File: config.mk
export PLATFORM = sky130hd
export DESIGN_NAME = bitop_unit
export DESIGN_NICKNAME = d
export VERILOG_FILES = /design/src/rtl/bitop_pkg.sv /design/src/rtl/bitop_decode.sv /design/src/rtl/bitop_mask.sv /design/src/rtl/bitop_alu.sv /design/src/rtl/bitop_cost.sv /design/src/rtl/bitop_unit.sv
export SDC_FILE = /design/constraint.sdc
export NUM_CORES = 1
export LEC_CHECK = 0
export BUFFER_PORTS_ARGS = -buffer_cell sky130_fd_sc_hd__buf_4
export CORE_AREA = 2 2 119 121
export CTS_CLUSTER_DIAMETER = 100
export DETAILED_ROUTE_END_ITERATION = 12
export DIE_AREA = 0 0 121 123
export PLACE_DENSITY = 0.6
export SLEW_MARGIN = 20
export SYNTH_ARGS = -nofsm -noshare
export SYNTH_HDL_FRONTEND = slang
export SYNTH_SLANG_ARGS = --single-unit
export TNS_END_PERCENT = 10
File: constraint.sdc
create_clock -name clk -period 4.3 [get_ports clk]
set_clock_uncertainty 0.05 [all_clocks]
set_input_delay 0.43 -clock clk [delete_from_list [all_inputs] [get_ports clk]]
set_output_delay 0.43 -clock clk [all_outputs]
set_load 0.01 [all_outputs]
File: src/rtl/bitop_pkg.sv
package bitop_pkg;

  typedef enum logic [1:0] {
    OP_PROBE = 2'd0,
    OP_FLIP  = 2'd1,
    OP_CLEAR = 2'd2,
    OP_FORCE = 2'd3
  } bitop_e;

  localparam int FLAG_W   = 5;
  localparam int FLAG_ZPOS = 2;

  typedef struct packed {
    bitop_e     op;
    logic       regsrc;
    logic       is_reg;
    logic [2:0] mode;
    logic [2:0] opnd_reg;
    logic [2:0] nsrc_reg;
  } bitop_dec_t;

endpackage

File: src/rtl/bitop_decode.sv
module bitop_decode
  import bitop_pkg::*;
(
  input  logic [15:0] opcode,
  output bitop_dec_t  dec
);

  always_comb begin
    dec.op       = bitop_e'(opcode[7:6]);
    dec.regsrc   = opcode[8];
    dec.mode     = opcode[5:3];
    dec.is_reg   = (opcode[5:3] == 3'd0);
    dec.opnd_reg = opcode[2:0];
    dec.nsrc_reg = opcode[11:9];
  end

endmodule

File: src/rtl/bitop_mask.sv
module bitop_mask #(
  parameter int DATA_W = 32,
  parameter int MEM_W  = 8,
  parameter int NUM_W  = 32
) (
  input  logic [NUM_W-1:0]  bit_num,
  input  logic              is_reg,
  output logic [DATA_W-1:0] mask
);

  localparam int RIDX_W = $clog2(DATA_W);
  localparam int MIDX_W = $clog2(MEM_W);

  logic [RIDX_W-1:0] idx_reg;
  logic [MIDX_W-1:0] idx_mem;

  assign idx_reg = bit_num[RIDX_W-1:0];
  assign idx_mem = bit_num[MIDX_W-1:0];

  for (genvar i = 0; i < DATA_W; i++) begin : g_bit
    if (i < MEM_W) begin : g_low
      assign mask[i] = is_reg ? (idx_reg == RIDX_W'(i)) : (idx_mem == MIDX_W'(i));
    end else begin : g_high
      assign mask[i] = is_reg && (idx_reg == RIDX_W'(i));
    end
  end

endmodule

File: src/rtl/bitop_alu.sv
module bitop_alu
  import bitop_pkg::*;
#(
  parameter int DATA_W = 32,
  parameter int MEM_W  = 8
) (
  input  bitop_e            op,
  input  logic              is_reg,
  input  logic [DATA_W-1:0] mask,
  input  logic [DATA_W-1:0] operand,
  output logic [DATA_W-1:0] result,
  output logic              was_zero,
  output logic              wr_en
);

  logic [DATA_W-1:0] opnd_eff;

  always_comb begin
    if (is_reg) begin
      opnd_eff = operand;
    end else begin
      opnd_eff = '0;
      opnd_eff[MEM_W-1:0] = operand[MEM_W-1:0];
    end
  end

  assign was_zero = ~|(opnd_eff & mask);

  always_comb begin
    unique case (op)
      OP_FLIP:  result = opnd_eff ^ mask;
      OP_CLEAR: result = opnd_eff & ~mask;
      OP_FORCE: result = opnd_eff | mask;
      default:  result = opnd_eff;
    endcase
  end

  assign wr_en = (op != OP_PROBE);

endmodule

File: src/rtl/bitop_cost.sv
module bitop_cost #(
  parameter int COST_W       = 8,
  parameter int STEP_W       = 3,
  parameter int IMM_REG_CYC  = 10,
  parameter int IMM_MEM_BASE = 8,
  parameter int RS_REG_CYC   = 6,
  parameter int RS_MEM_BASE  = 4,
  parameter int EXT_BYTES    = 2
) (
  input  logic              regsrc,
  input  logic              is_reg,
  input  logic [COST_W-1:0] ea_cost,
  output logic [COST_W-1:0] cycles,
  output logic [STEP_W-1:0] pc_step
);

  always_comb begin
    unique case ({regsrc, is_reg})
      2'b01:   cycles = COST_W'(IMM_REG_CYC);
      2'b00:   cycles = COST_W'(IMM_MEM_BASE) + ea_cost;
      2'b11:   cycles = COST_W'(RS_REG_CYC);
      default: cycles = COST_W'(RS_MEM_BASE) + ea_cost;
    endcase
  end

  assign pc_step = regsrc ? '0 : STEP_W'(EXT_BYTES);

endmodule

File: src/rtl/bitop_unit.sv
module bitop_unit
  import bitop_pkg::*;
#(
  parameter int DATA_W = 32,
  parameter int MEM_W  = 8,
  parameter int NUM_W  = 32,
  parameter int COST_W = 8,
  parameter int STEP_W = 3
) (
  input  logic              clk,
  input  logic              rst_n,
  input  logic              in_valid,
  input  logic [15:0]       opcode,
  input  logic [NUM_W-1:0]  bit_num,
  input  logic [DATA_W-1:0] operand,
  input  logic [COST_W-1:0] ea_cost,
  input  logic [4:0]        flags_in,
  output logic [2:0]        nsrc_reg,
  output logic [2:0]        opnd_reg,
  output logic              out_valid,
  output logic [4:0]        out_flags,
  output logic [DATA_W-1:0] out_result,
  output logic              out_wr_en,
  output logic [COST_W-1:0] out_cycles,
  output logic [STEP_W-1:0] out_pc_step
);

  logic [1:0]        rst_pipe;
  logic              rst_sync_n;
  bitop_dec_t        dec;
  logic [DATA_W-1:0] mask;
  logic [DATA_W-1:0] res_c;
  logic              zero_c;
  logic              wr_c;
  logic [COST_W-1:0] cyc_c;
  logic [STEP_W-1:0] step_c;
  logic [4:0]        flags_c;

  logic              vld_d;
  logic              wr_d;
  logic [4:0]        flags_d;
  logic [DATA_W-1:0] res_d;
  logic [COST_W-1:0] cyc_d;
  logic [STEP_W-1:0] step_d;
  logic              take;

  always_ff @(posedge clk or negedge rst_n) begin
    if (!rst_n) rst_pipe <= 2'b00;
    else        rst_pipe <= {rst_pipe[0], 1'b1};
  end
  assign rst_sync_n = rst_pipe[1];

  bitop_decode u_dec (
    .opcode (opcode),
    .dec    (dec)
  );

  bitop_mask #(.DATA_W(DATA_W), .MEM_W(MEM_W), .NUM_W(NUM_W)) u_mask (
    .bit_num (bit_num),
    .is_reg  (dec.is_reg),
    .mask    (mask)
  );

  bitop_alu #(.DATA_W(DATA_W), .MEM_W(MEM_W)) u_alu (
    .op       (dec.op),
    .is_reg   (dec.is_reg),
    .mask     (mask),
    .operand  (operand),
    .result   (res_c),
    .was_zero (zero_c),
    .wr_en    (wr_c)
  );

  bitop_cost #(.COST_W(COST_W), .STEP_W(STEP_W)) u_cost (
    .regsrc  (dec.regsrc),
    .is_reg  (dec.is_reg),
    .ea_cost (ea_cost),
    .cycles  (cyc_c),
    .pc_step (step_c)
  );

  assign nsrc_reg = dec.nsrc_reg;
  assign opnd_reg = dec.opnd_reg;

  always_comb begin
    flags_c            = flags_in;
    flags_c[FLAG_ZPOS] = zero_c;
  end

  assign take = in_valid;

  always_comb begin
    vld_d   = take;
    wr_d    = take && wr_c;
    flags_d = out_flags;
    res_d   = out_result;
    cyc_d   = out_cycles;
    step_d  = out_pc_step;
    if (take) begin
      flags_d = flags_c;
      res_d   = res_c;
      cyc_d   = cyc_c;
      step_d  = step_c;
    end
  end

  always_ff @(posedge clk or negedge rst_sync_n) begin
    if (!rst_sync_n) begin
      out_valid   <= 1'b0;
      out_wr_en   <= 1'b0;
      out_flags   <= '0;
      out_result  <= '0;
      out_cycles  <= '0;
      out_pc_step <= '0;
    end else begin
      out_valid   <= vld_d;
      out_wr_en   <= wr_d;
      out_flags   <= flags_d;
      out_result  <= res_d;
      out_cycles  <= cyc_d;
      out_pc_step <= step_d;
    end
  end

endmodule

==> results_dict.tcl <==
set metrics [dict create \
    worst_slew_pin_slew_ns 0.687 \
    min_to "out_flags[0]" \
    cts_tree "built" \
    track_usage 0.162 \
    r2r-start "out_cycles[6]" \
    cellPowerDensity_nw_per_um2 248 \
    syn_area_um2 4700 \
    synth_warnings 0 \
    final_common_cell "buf_4" \
    dieArea_um2 14900 \
    hold_start "flags_in[0]" \
    grt_setup_unrepaired "no" \
    port_buffers 105 \
    register_area_um2 1250 \
    yosysUniqueCellTypes 36 \
    grt_pass1_wl_mm 18.7 \
    synth.top_cells.by_area "dfrtp_1 27%, ha_1 26%, mux2_2 8.2%" \
    gp_congestion 0.852 \
    multi_input_comb_area_um2 3000 \
    drc_errors 0 \
    antenna_found_initial 0 \
    fillCellCount 1364 \
    drive_gt1_frac 0.292 \
    start_util 0.345 \
    drt_iter0_markers 290 \
    cts_max_level 2 \
    vias 3801 \
    min_path_type "primary input to flop" \
    grt-ovfl-total 0 \
    cp.arrival_ns 2.82 \
    hold_violations 0 \
    drt_pre_antenna_iters 8 \
    wire_per_inst_um 15.5 \
    final_area_um2 5750 \
    synthesis.instances 506 \
    path_max_fanout 29 \
    drv_slew 0 \
    power_leakage_uw 0.00305 \
    whs_ns 0.307 \
    most-common-layout-cells "108 x buf_4, 98 x ha_1, 73 x inv_1" \
    syn_avg_cell_area_um2 9.28 \
    ios 152 \
    area_growth_pct 22.3 \
    clock_sinks 50 \
    ir_worst_vdd_v 0.000172 \
    postRouteAntennaNets 0 \
    crit_path_start_kind "primary input" \
    rr_worst_depth 2 \
    clk_latency_ns 0.31 \
    r2r_end "out_cycles[6]" \
    p_total_uw 1420 \
    grt_pass1_vias 3742 \
    grt_max_degree 61 \
    chipHeight_um 123 \
    synth-seq-cells 50 \
    final-setup-viol-count 0 \
    fin_nets 783 \
    cts-root-buf "clkbuf_16" \
    end_kind "flop" \
    netlist.top_cell.by_area "dfrtp_1" \
    finalSetupTns_ns 0 \
    holdPathStages 2 \
    worstPathRequired_ns 4.48 \
    dpl.hpwl_mm 8.86 \
    relSlewSlack 0.542 \
    path_class "primary input to flop" \
    antenna_cells 0 \
    wl_mm 11.9 \
    finalCritPeriodShare 0.615 \
    synth-seq-area-share 0.266 \
    core_um2 13600 \
    numCtsBuffers 5 \
    post-synth-top-area-fraction 0.266 \
    max_freq_mhz 378 \
    die_w_um 121 \
    utilization 0.422 \
    max_cap_violations 0 \
    period_needed_ns 2.64 \
    clock_path_buffers 2 \
    rows 43 \
    r2r_slack_ns 3.39 \
    outcome "completed" \
    place_area_um2 5570 \
    path_clk_slew_ns 0.07 \
    vias_per_cell 4.94 \
]
report_power, final:
| group | switching (uW) | internal, uW | total, uW |
|---|---|---|---|
| clock network | 190 | 276 | 467 |
| registers | 37.6 | 529 | 566 |
| logic | 184 | 207 | 391 |
synthesized netlist by cell type, drive strengths merged:
cell type   n
a31o        2
nand2      67
nor4b       1
conb        2
and3        1
nand2b      4
nand4       2
o21ai      22
clkbuf     10
or2         1
o2111ai     1
nor2b       8
xor2        1
a222oi     20
nand3       4
xnor2       4
or3         2
nor4        5
dfrtp      50
or4         2
inv        73
nor2       34
mux2       34
mux2i       3
and2        2
o22ai       3
mux4       12
nand4b      1
nor3        5
ha         98
buf        24
a21oi       8
critical path, cell delays in order:
cell and delay (ns):
buf_4 0.12, nor3_4 0.23, buf_4 0.38, nand2_1 0.11, nor3_1 0.47, nand2_1 0.17
ha_1 0.30, mux4_2 0.46, a21oi_1 0.15
flip-flops by register name (all words and copies together), names as in the netlist:
signal,cells
out_flags,5
out_result,32
out_wr_en,1
out_cycles,8
rst_pipe,2
out_pc_step,1
out_valid,1
metrics by stage:
step           worst slack, ns  instances
6_report                  1.66        770
5_1_grt                   1.48        770
4_1_cts                   1.63        770
3_5_place_dp              1.31        761
3_3_place_gp              1.34        761
2_1_floorplan             1.88        507
how the worst max path moves through the flow:
stage | from | end | slack [ns]
6_report | opcode[4] | out_result[11] | 1.66
5_1_grt | opcode[4] | out_result[8] | 1.48
4_1_cts | opcode[4] | out_result[8] | 1.63
3_5_place_dp | opcode[4] | out_result[8] | 1.31
3_3_place_gp | opcode[4] | out_result[8] | 1.34
2_1_floorplan | opcode[4] | out_flags[2] | 1.88
final cells by class:
type | instances | area share
tap | 180 | 0.0392
clock inverter | 2 | 0.00675
inverter | 73 | 0.0477
multi-input combinational | 350 | 0.523
sequential | 50 | 0.218
timing repair buffer | 109 | 0.143
clock buffer | 6 | 0.0224
layer usage:
metal  vias up  track usage  part of all wire
met4         0       0.0407             0.011
met1      1830        0.213              0.45
li1       1850            -                 -
met2       111        0.274              0.48
met5         -            0                 0
met3        10       0.0323             0.055
logic make-up (layout without fill, tap and decap cells):
| kind of cell | Yosys count | after routing | share of synthesized area |
|---|---|---|---|
| other | 2 | 3 | 0.00160 |
| DFF | 50 | 50 | 0.266 |
| adders and majority gates | 98 | 98 | 0.261 |
| and+or+nand+nor | 139 | 139 | 0.136 |
| muxes | 49 | 49 | 0.145 |
| xor gates and xnor gates | 5 | 5 | 0.00932 |
| AOI/OAI and AO/OA | 56 | 56 | 0.0842 |
| buffers and inverters | 107 | 190 | 0.0962 |
what timing repair did:
| item | 4_1_cts | 5_1_grt |
|---|---|---|
| hold endpoints to repair | 2 | 0 |
| gates resized for setup | 0 | 0 |
| hold buffers | 1 | 0 |
| setup buffers | 0 | 0 |
Power figures use the tool's default switching activity.
